$ cat config.mk
export PLATFORM = sky130hd
export DESIGN_NAME = pcpu_irq_bank
export DESIGN_NICKNAME = d
export VERILOG_FILES = /design/src/rtl/pcpu_irq_pkg.sv /design/src/rtl/pcpu_irq_decode.sv /design/src/rtl/pcpu_irq_hw_merge.sv /design/src/rtl/pcpu_irq_pend_reg.sv /design/src/rtl/pcpu_irq_bank.sv
export SDC_FILE = /design/constraint.sdc
export NUM_CORES = 1
export LEC_CHECK = 0
export ABC_AREA = 1
export BUFFER_PORTS_ARGS = -buffer_cell sky130_fd_sc_hd__buf_2
export CAP_MARGIN = 20
export CORE_UTILIZATION = 36
export CTS_BUF_LIST = sky130_fd_sc_hd__clkbuf_16
export CTS_CLUSTER_SIZE = 14
export DETAILED_ROUTE_END_ITERATION = 10
export GPL_TIMING_DRIVEN = 0
export SETUP_SLACK_MARGIN = 0.15
export SYNTH_ARGS = -nofsm -noshare
export SYNTH_HDL_FRONTEND = slang
export SYNTH_HIERARCHICAL = 1
export SYNTH_SLANG_ARGS = --single-unit
$ cat constraint.sdc
create_clock -name clk -period 1 [get_ports clk]
set_input_delay 0 -clock clk [delete_from_list [all_inputs] [get_ports clk]]
set_output_delay 0 -clock clk [all_outputs]
set_load 0.1 [all_outputs]
$ cat src/rtl/pcpu_irq_pkg.sv
package pcpu_irq_pkg;

    localparam int WORD_W    = 32;
    localparam int ADDR_W    = 4;
    localparam int LVL_W     = 4;
    localparam int NUM_LVL   = 1 << LVL_W;
    localparam int SOFT_BASE = 16;
    localparam logic [WORD_W-1:0] SOFT_MASK = 32'hFFFE_0000;
    localparam int TRIG15_BIT = 14;
    localparam int TOP_BIT    = WORD_W - 1;

    typedef enum logic [1:0] {
        WS_PEND = 2'd0,
        WS_CLR  = 2'd1,
        WS_SET  = 2'd2,
        WS_RSVD = 2'd3
    } word_sel_e;

    typedef struct packed {
        logic [WORD_W-1:0] set_m;
        logic [WORD_W-1:0] clr_m;
    } upd_t;

    function automatic logic [NUM_LVL-1:0] soft_to_levels(input logic [WORD_W-1:0] w);
        logic [WORD_W-1:0] t;
        t = (w & SOFT_MASK) >> SOFT_BASE;
        return t[NUM_LVL-1:0];
    endfunction

    function automatic logic [WORD_W-1:0] clr_value(input logic [WORD_W-1:0] d);
        logic [WORD_W-1:0] v;
        v = d;
        if (d[TRIG15_BIT]) v[TOP_BIT] = 1'b1;
        return v & SOFT_MASK;
    endfunction

endpackage

$ cat src/rtl/pcpu_irq_decode.sv
module pcpu_irq_decode
    import pcpu_irq_pkg::*;
(
    input  logic [ADDR_W-1:0] addr,
    input  logic              wr,
    input  logic [WORD_W-1:0] wdata,
    input  logic [WORD_W-1:0] pend,
    output upd_t              bus_upd,
    output logic [WORD_W-1:0] rdata
);
    word_sel_e sel;

    always_comb begin
        sel = word_sel_e'(addr[ADDR_W-1:2]);
        bus_upd = '0;
        if (wr) begin
            case (sel)
                WS_CLR:  bus_upd.clr_m = clr_value(wdata);
                WS_SET:  bus_upd.set_m = wdata & SOFT_MASK;
                default: bus_upd = '0;
            endcase
        end
        rdata = (sel == WS_PEND) ? pend : '0;
    end
endmodule

$ cat src/rtl/pcpu_irq_hw_merge.sv
module pcpu_irq_hw_merge
    import pcpu_irq_pkg::*;
#(
    parameter int TMR_LEVEL = 14
) (
    input  logic             dev_evt,
    input  logic [LVL_W-1:0] dev_lvl,
    input  logic             dev_on,
    input  logic             tmr_evt,
    input  logic             tmr_on,
    output upd_t             hw_upd
);
    logic [NUM_LVL-1:0] set_l, clr_l;

    assign set_l[0] = 1'b0;
    assign clr_l[0] = 1'b0;

    for (genvar l = 1; l < NUM_LVL; l++) begin : g_lvl
        logic dev_hit, tmr_hit;
        assign dev_hit  = dev_evt && (dev_lvl == LVL_W'(l));
        assign tmr_hit  = tmr_evt && (l == TMR_LEVEL);
        assign set_l[l] = (dev_hit && dev_on)  || (tmr_hit && tmr_on);
        assign clr_l[l] = (dev_hit && !dev_on) || (tmr_hit && !tmr_on);
    end

    always_comb begin
        hw_upd = '0;
        hw_upd.set_m[NUM_LVL-1:0] = set_l;
        hw_upd.clr_m[NUM_LVL-1:0] = clr_l;
    end
endmodule

$ cat src/rtl/pcpu_irq_pend_reg.sv
module pcpu_irq_pend_reg
    import pcpu_irq_pkg::*;
(
    input  logic              clk,
    input  logic              rst,
    input  upd_t              bus_upd,
    input  upd_t              hw_upd,
    output logic [WORD_W-1:0] pend
);
    logic [WORD_W-1:0] nxt;

    always_comb begin
        nxt = (pend & ~bus_upd.clr_m) | bus_upd.set_m;
        nxt = (nxt & ~hw_upd.clr_m) | hw_upd.set_m;
    end

    always_ff @(posedge clk) begin
        if (rst) pend <= '0;
        else     pend <= nxt;
    end
endmodule

$ cat src/rtl/pcpu_irq_bank.sv
module pcpu_irq_bank
    import pcpu_irq_pkg::*;
#(
    parameter int TMR_LEVEL = 14
) (
    input  logic              clk,
    input  logic              rst,
    input  logic [ADDR_W-1:0] bus_addr,
    input  logic              bus_wr,
    input  logic [WORD_W-1:0] bus_wdata,
    output logic [WORD_W-1:0] bus_rdata,
    input  logic              dev_evt,
    input  logic [LVL_W-1:0]  dev_lvl,
    input  logic              dev_on,
    input  logic              tmr_evt,
    input  logic              tmr_on,
    output logic [NUM_LVL-1:0] lvl_vec
);
    logic [WORD_W-1:0] pend_q;
    upd_t bus_upd, hw_upd;

    pcpu_irq_decode u_dec (
        .addr(bus_addr), .wr(bus_wr), .wdata(bus_wdata),
        .pend(pend_q), .bus_upd(bus_upd), .rdata(bus_rdata)
    );

    pcpu_irq_hw_merge #(.TMR_LEVEL(TMR_LEVEL)) u_hw (
        .dev_evt(dev_evt), .dev_lvl(dev_lvl), .dev_on(dev_on),
        .tmr_evt(tmr_evt), .tmr_on(tmr_on), .hw_upd(hw_upd)
    );

    pcpu_irq_pend_reg u_reg (
        .clk(clk), .rst(rst), .bus_upd(bus_upd), .hw_upd(hw_upd), .pend(pend_q)
    );

    assign lvl_vec = soft_to_levels(pend_q);
endmodule

## Yosys cells after proc, flatten, opt, wreduce, memory -nomap -nowiden

Cells that the tools add are included.
Widths: inputs -> output; s select.

| word-level totals | value |
|---|---|
| output and inout bits | 48 |
| logic and storage cells | 81 |
| flip-flop bits (word level) | 32 |

| cells by class | value |
|---|---|
| bitwise operators | 6 |
| multiplexer cells | 5 |
| reduce and logical (&&, ||, !) cells | 52 |
| eq/ne operators | 17 |

Operators with widths:

| operator | count |
|---|---|
| $mux 32 | 3 |
| $and 32x32->32 | 2 |
| $mux 64 | 1 |
| $logic_and 1x1->1 | 47 |
| $eq 4x4->1 const B | 8 |
| $not 16->32 | 1 |
| $not 32->32 | 1 |
| $or 32x16->32 | 1 |
| $or 32x32->32 | 1 |
| $eq 4x3->1 const B | 4 |
| $eq 4x2->1 const B | 2 |
| $eq 4x1->1 const B | 1 |
| $eq 2x1->1 const B | 1 |
| $eq 2x2->1 const B | 1 |
| $logic_not 1->1 | 2 |
| $logic_not 2->1 | 1 |
| $logic_or 1x1->1 | 2 |
| $mux 1 | 1 |

## Longest topological paths before layout

Gate-level depths: netlist (run 1).

| logic depth | value |
|---|---|
| word-level depth | 8 |
| depth in mapped cells | 9 |

## Cells and area by module

Netlist (run 1), hierarchy kept.

By module, submodules not included:

| module | times used | cells an instance | area an instance (um2) |
|---|---|---|---|
| pcpu_irq_pend_reg | 1 | 291 | 1675.4 |
| pcpu_irq_decode | 1 | 157 | 769.5 |
| pcpu_irq_hw_merge | 1 | 100 | 550.5 |
| pcpu_irq_bank | 1 | 2 | 11.3 |

## Least setup slack after synthesis (run 1)

OpenSTA, ideal clock, no wires.

| timing | value |
|---|---|
| path kind | register -> output |
| start point | reg u_reg.pend[17] |
| end point | out bus_rdata[17] |
| stages on the path, launching flop included | 3 |
| path buffers | 0 |
| setup slack | -1.330 ns |
| arrival time | 2.330 ns |
| path through | dfxtp_1 > inv_1 > nor2_1 |

| between the ends | value |
|---|---|
| word-level cells in the longest chain between the ends | 1 |

Ends and longest elaborated chain:

| what | RTL line | source |
|---|---|---|
| from (decl) | pcpu_irq_pend_reg.sv:8 | `output logic [WORD_W-1:0] pend` |
| from (signal assigned) | pcpu_irq_pend_reg.sv:19 | `else pend <= nxt;` |
| $mux 32 | pcpu_irq_decode.sv:23 | `rdata = (sel == WS_PEND) ? pend : '0;` |
| to (decl) | pcpu_irq_bank.sv:11 | `output logic [WORD_W-1:0] bus_rdata,` |

No other way between the ends.

## Final worst setup path (run 1)

| timing | value |
|---|---|
| start point | reg u_reg.pend[25] |
| end point | out bus_rdata[25] |

The elaborated chain is that of the path after synthesis.

==> impl_metrics.json, run 1 <==
{
  "critical_path_peak_fanout": 3,
  "synth.cell_area_um2": 3010,
  "antenna_found_initial": 0,
  "met3_wirelength_um": 347,
  "dp.final_hpwl_um": 4850,
  "gp_congestion": 0.740,
  "die_height_um": 93.4,
  "numClockSinks": 32,
  "clk_pin_slew_worst_paths_ns": 0.06,
  "post-route-cell-area_um2": 4980,
  "ant_nets_after_route": 0,
  "maxClockFrequency_mhz": 1030,
  "seq_area_um2": 718,
  "cts_root_buf": "sky130_fd_sc_hd__clkbuf_16",
  "wl_per_cell_um": 8.31,
  "dp_cells": 792,
  "cp.required_ns": 1.00,
  "final_period_minus_worst_setup_slack_ns": 0.973,
  "setup-violations-final": 0,
  "rows": 32,
  "power.share.switching": 0.377,
  "cts_max_level": 2,
  "die-area_um2": 8720,
  "share_seq_of_total_power": 0.302,
  "grt_first_pass_wirelength_um": 11200,
  "vias": 3028,
  "number_of_flip_flops_in_the_largest_register": 32,
  "internal_power_mw": 3.02,
  "fill_cells": 733,
  "ys_warn_count": 6,
  "finalClockSkew_ns": 0,
  "hold_class": "in -> reg",
  "final.period_utilization": 0.973,
  "arrival_ns": 0.97,
  "first_global_vias": 2761,
  "detailedRoute.firstIterationViolations": 48,
  "pwr_density_cell_nw_per_um2": 973,
  "antenna_cells": 0,
  "total_leakage_power_nw": 2.39,
  "timing.critical_path.to_type": "output pin",
  "combPwrFrac": 0.399,
  "report.power.total_mw": 4.85,
  "clock_insertion_delay_worst_skew_ns": 0.27,
  "cts.path.max_buffers": 2,
  "drt-met1-wl_um": 2740,
  "grt_setup_unrepaired": "true",
  "number_of_buffers_inserted_during_clock_tree_synthesis": 5,
  "syn_area_per_cell_um2": 5.47,
  "cts_tree": "built",
  "final-hold-violation-count": 0,
  "ys_seq_elements": 32,
  "ioPinCount": 95,
  "postPlaceCellArea_um2": 4070,
  "synth_seq_area_share": 0.213,
  "instance_count_of_the_mapped_netlist": 550,
  "critical_path_class": "reg -> out",
  "initial_utilization": 0.381,
  "wl_met2_um": 3530,
  "multiInputGateArea_um2": 1540,
  "area_delta_synth_final_pct": 65.8,
  "drt-total-wl_um": 6690,
  "top_layer": "met4",
  "worstSetupStartpointType": "flop",
  "drt_drc_violations_left": 0,
  "fraction_of_layout_instances_using_a_drive_strength_above_1": 0.387,
  "final_net_count": 749,
  "yosys.cell_types.count": 16,
  "crit_slowest_cell": "sky130_fd_sc_hd__dfxtp_4",
  "drtPass1Iterations": 4,
  "regMostFlops": "u_reg/pend",
  "cp_cell_sequence": "inv_4 -> nor2_4 -> buf_12",
  "max_stage_delay_on_crit_path_ns": 0.38,
  "grt_usage": 0.161,
  "port_buffers": 74,
  "switching_power_mw": 1.83,
  "vias_per_cell": 3.76,
  "ir_worst_vdd_mv": 0.696,
  "biggestRegsByFlops": "u_reg/pend (32)",
  "clkPwrFrac": 0.299,
  "layout.core_utilization": 0.632,
  "outcome": "finished clean",
  "maximum_number_of_pins_on_one_net_before_global_route_repair": 11,
  "die_w_um": 93.4,
  "final_cells": 805,
  "setup-tns-final_ns": 0,
  "total_count_of_max_transition_violations_in_the_final_report": 0,
  "coreArea_um2": 7890,
  "grt_overflow_total": 0,
  "max_cap_viol": 0
}
[final timing paths]
| kind | startpoint | end | slack, ns | cells past startpoint |
|---|---|---|---|---|
| setup / recovery | u_reg/pend[25] | bus_rdata[25] | 0.03 | 3 |
| hold / removal | tmr_on | u_reg/pend[14] | 0.07 | 5 |
| setup reg to reg | u_reg/pend[29] | u_reg/pend[29] | 0.17 | 5 |
| hold reg to reg | u_reg/pend[5] | u_reg/pend[5] | 0.55 | 4 |
[synthesized netlist by cell type, drive strengths merged]
cell type / count / share of area
a21oi: 32 / 0.053
buf: 80 / 0.21
conb: 3 / 0.0037
dfxtp: 32 / 0.21
inv: 184 / 0.23
nand2: 114 / 0.14
nand3: 9 / 0.020
nor2: 84 / 0.11
nor3: 12 / 0.022
[metrics by stage]
| stage | setup WS, ns | hold slack (ns) |
|---|---|---|
| floorplan | -0.0745 | 0.0594 |
| global placement | -0.0687 | 0.248 |
| detailed placement | -0.0908 | 0.257 |
| CTS | 0.0447 | 0.0588 |
| global route | -0.00943 | 0.0979 |
| finish | 0.0269 | 0.0684 |
[routing by layer]
metal	global-route usage	vias up
met1	0.172	1274
met4	0.0385	0
li1	-	1688
met5	0	-
met2	0.313	60
met3	0.0390	6
[worst max-delay path: cells and delay by family, from the launching register on]
| family | cells | cell delay [ns] |
|---|---|---|
| buf+inv | 2 | 0.22 |
| flops | 1 | 0.38 |
| simple gates | 1 | 0.09 |
[kinds of logic (layout without fill, tap and decap cells)]
logic type      after synthesis  count (layout)  synth area share
buf+inv                     264             351             0.438
flops                        32              32             0.213
simple gates                219             219             0.292
compound gates               32              32            0.0533
other cells                   3              69           0.00375
[cell type report]
type                       count  share of cell area
inverter                     184               0.143
tap                          102              0.0256
timing repair buffer          79               0.221
clock inverter                 3             0.00226
clock buffer                   5              0.0251
buffer                        80               0.129
multi-input combinational    320               0.310
sequential                    32               0.144
[power groups by stage]
stage	registers (mW)	clock network, mW	logic, mW
after floorplan	1.74	0	1.08
after global placement	1.44	0	1.60
after detailed placement	1.44	0	1.61
after CTS	1.44	1.52	1.82
after global routing	1.48	1.58	2.08
final	1.47	1.45	1.93
[cell usage in the layout, fill, tap and decap left out, types with 11 or more instances in the layout]
cell / synthesis / routed
sky130_fd_sc_hd__nand2_1: 113 / 113
sky130_fd_sc_hd__inv_2: 5 / 28
sky130_fd_sc_hd__buf_4: 70 / 73
sky130_fd_sc_hd__nor2_1: 81 / 49
sky130_fd_sc_hd__a21oi_1: 32 / 32
sky130_fd_sc_hd__dfxtp_2: 0 / 17
sky130_fd_sc_hd__nor3_1: 11 / 11
sky130_fd_sc_hd__dfxtp_4: 0 / 15
sky130_fd_sc_hd__inv_1: 179 / 148
sky130_fd_sc_hd__buf_2: 2 / 29
sky130_fd_sc_hd__buf_12: 0 / 47
sky130_fd_sc_hd__nor2_4: 0 / 32
sky130_fd_sc_hd__conb_1: 3 / 69
[what timing repair did]
| action | in CTS | in global routing |
|---|---|---|
| setup endpoints to repair | 47 | 47 |
| endpoints found under the hold margin | 2 | 0 |
| hold buffers | 1 | 0 |
| gates resized for setup | 175 | 53 |
| buffers inserted | 0 | 4 |
| pin swaps | 5 | 9 |
| cloned | 0 | 0 |
Power figures use the tool's default switching activity.
==> run 2: changes to the inputs <==
Settings changed: MAX_ROUTING_LAYER from default to met4.
==> impl_metrics.json, run 2 (synthesis gave the netlist of run 1 again) <==
{
  "outcome": "finished clean",
  "detailedRoute.firstIterationViolations": 49,
  "setup-violations-final": 0,
  "ioPinCount": 95,
  "area_delta_synth_final_pct": 65.8,
  "fill_cells": 733,
  "number_of_buffers_inserted_during_clock_tree_synthesis": 5,
  "setup-tns-final_ns": 0,
  "clk_pin_slew_worst_paths_ns": 0.06,
  "max_cap_viol": 0,
  "die_height_um": 93.4,
  "vias": 3026,
  "whs_path_depth": 5,
  "clkPwrFrac": 0.299,
  "drt_drc_violations_left": 0,
  "r2r_cells": 5,
  "initial_utilization": 0.381,
  "antenna_cells": 0,
  "pwr_density_cell_nw_per_um2": 973,
  "most-common-layout-cells": "sky130_fd_sc_hd__inv_1 (148), sky130_fd_sc_hd__nand2_1 (113), sky130_fd_sc_hd__buf_4 (73)",
  "number_of_flip_flops_in_the_largest_register": 32,
  "whs_ns": 0.0685,
  "cp.required_ns": 1.00,
  "grt_first_pass_wirelength_um": 11200,
  "first_global_vias": 2760,
  "combPwrFrac": 0.399,
  "clock_insertion_delay_worst_skew_ns": 0.27,
  "switching_power_mw": 1.83,
  "final.period_utilization": 0.973,
  "final_net_count": 749,
  "drtPass1Iterations": 4,
  "worst_path_dominant_cell_family": "flip-flops",
  "share_seq_of_total_power": 0.302,
  "port_buffers": 74,
  "die-area_um2": 8720,
  "worstSetupStartpoint": "u_reg/pend[25]",
  "cts_tree": "built",
  "maxClockFrequency_mhz": 1030,
  "crit_cells": 3,
  "arrival_ns": 0.97,
  "cts_root_buf": "sky130_fd_sc_hd__clkbuf_16",
  "hold_path_startpoint": "tmr_on",
  "cts.path.max_buffers": 2,
  "cts_max_level": 2,
  "crit_slowest_cell": "sky130_fd_sc_hd__dfxtp_4",
  "numClockSinks": 32,
  "coreArea_um2": 7890,
  "max_stage_delay_on_crit_path_ns": 0.38,
  "internal_power_mw": 3.02,
  "finalClockSkew_ns": 0,
  "critical_path_class": "reg -> out",
  "total_count_of_max_transition_violations_in_the_final_report": 0,
  "worstSetupStartpointType": "flop",
  "dp.final_hpwl_um": 4850,
  "layout_commonest_cell": "sky130_fd_sc_hd__inv_1",
  "vias_per_cell": 3.76,
  "grt_overflow_total": 0,
  "final_period_minus_worst_setup_slack_ns": 0.973,
  "fraction_of_layout_instances_using_a_drive_strength_above_1": 0.387,
  "maximum_number_of_pins_on_one_net_before_global_route_repair": 11,
  "total_leakage_power_nw": 2.39,
  "power.share.switching": 0.377,
  "cp_cell_sequence": "inv_4 -> nor2_4 -> buf_12",
  "ant_nets_after_route": 0,
  "wl_per_cell_um": 8.30,
  "die_w_um": 93.4,
  "gp_congestion": 0.749,
  "hold_class": "in -> reg",
  "grt_setup_unrepaired": "true",
  "ir_worst_vdd_mv": 0.695,
  "grt_usage": 0.165,
  "timing.critical_path.to_type": "output pin",
  "biggestRegsByFlops": "u_reg/pend (32)",
  "critical_path_buf_inv_count": 2,
  "regMostFlops": "u_reg/pend",
  "drt-total-wl_um": 6690,
  "r2r_start": "u_reg/pend[29]",
  "critical_path_peak_fanout": 3,
  "rows": 32,
  "antenna_found_initial": 0,
  "final-hold-violation-count": 0
}
-- run 2: layer usage --
metal  vias to the layer above  track usage  share of wire
li1                       1689            -              -
met1                      1274        0.174           0.42
met2                        57        0.313           0.53
met3                         6       0.0358          0.046
met4                         0       0.0385         0.0093
met5                         -            -              0
-- run 2: power by group through the flow --
stage | Clock (mW) | Sequential [mW] | Combinational [mW]
after floorplan | 0 | 1.74 | 1.08
after global placement | 0 | 1.44 | 1.60
after detailed placement | 0 | 1.44 | 1.61
after CTS | 1.52 | 1.44 | 1.82
after global routing | 1.58 | 1.48 | 2.08
final | 1.45 | 1.47 | 1.93
-- run 2: repair_timing --
item / CTS / global route
buffers inserted: 0 / 4
endpoints found under the setup margin: 47 / 47
pin swaps: 5 / 9
endpoints found under the hold margin: 2 / 0
resized for setup: 175 / 53
hold buffers: 1 / 0
-- run 2: final timing paths --
path / end / slack (ns)
hold / removal: u_reg/pend[14] / 0.07
setup / recovery: bus_rdata[25] / 0.03
setup reg to reg: u_reg/pend[29] / 0.17
hold reg to reg: u_reg/pend[5] / 0.55
-- run 2: tightest hold or removal path: cells and delay by family --
family / cells / cell delay, ns
and+or+nand+nor: 2 / 0.11
buffers and inverters: 2 / 0.14
AOI/OAI and AO/OA: 1 / 0.05
-- run 2: final cells by class --
| class | count | area (um2) | share of cell area |
|---|---|---|---|
| clock buffers | 5 | 125 | 0.0251 |
| plain buffers | 80 | 643 | 0.129 |
| flip-flops and latches | 32 | 718 | 0.144 |
| clock inverters | 3 | 11.3 | 0.00226 |
| multi-input cells | 320 | 1540 | 0.310 |
| inverters | 184 | 713 | 0.143 |
| well taps | 102 | 128 | 0.0256 |
| repair buffers | 79 | 1100 | 0.221 |
-- run 2: through the flow --
step	area (um2)	power, mW	utilization	instances	setup slack [ns]
6_report	4980	4.85	0.632	805	0.0269
5_1_grt	4980	5.13	0.632	805	-0.00944
4_1_cts	4790	4.78	0.607	801	0.0447
3_5_place_dp	4070	3.06	0.516	792	-0.0908
3_3_place_gp	4070	3.04	0.516	792	-0.0687
2_1_floorplan	3570	2.82	-	616	-0.0745
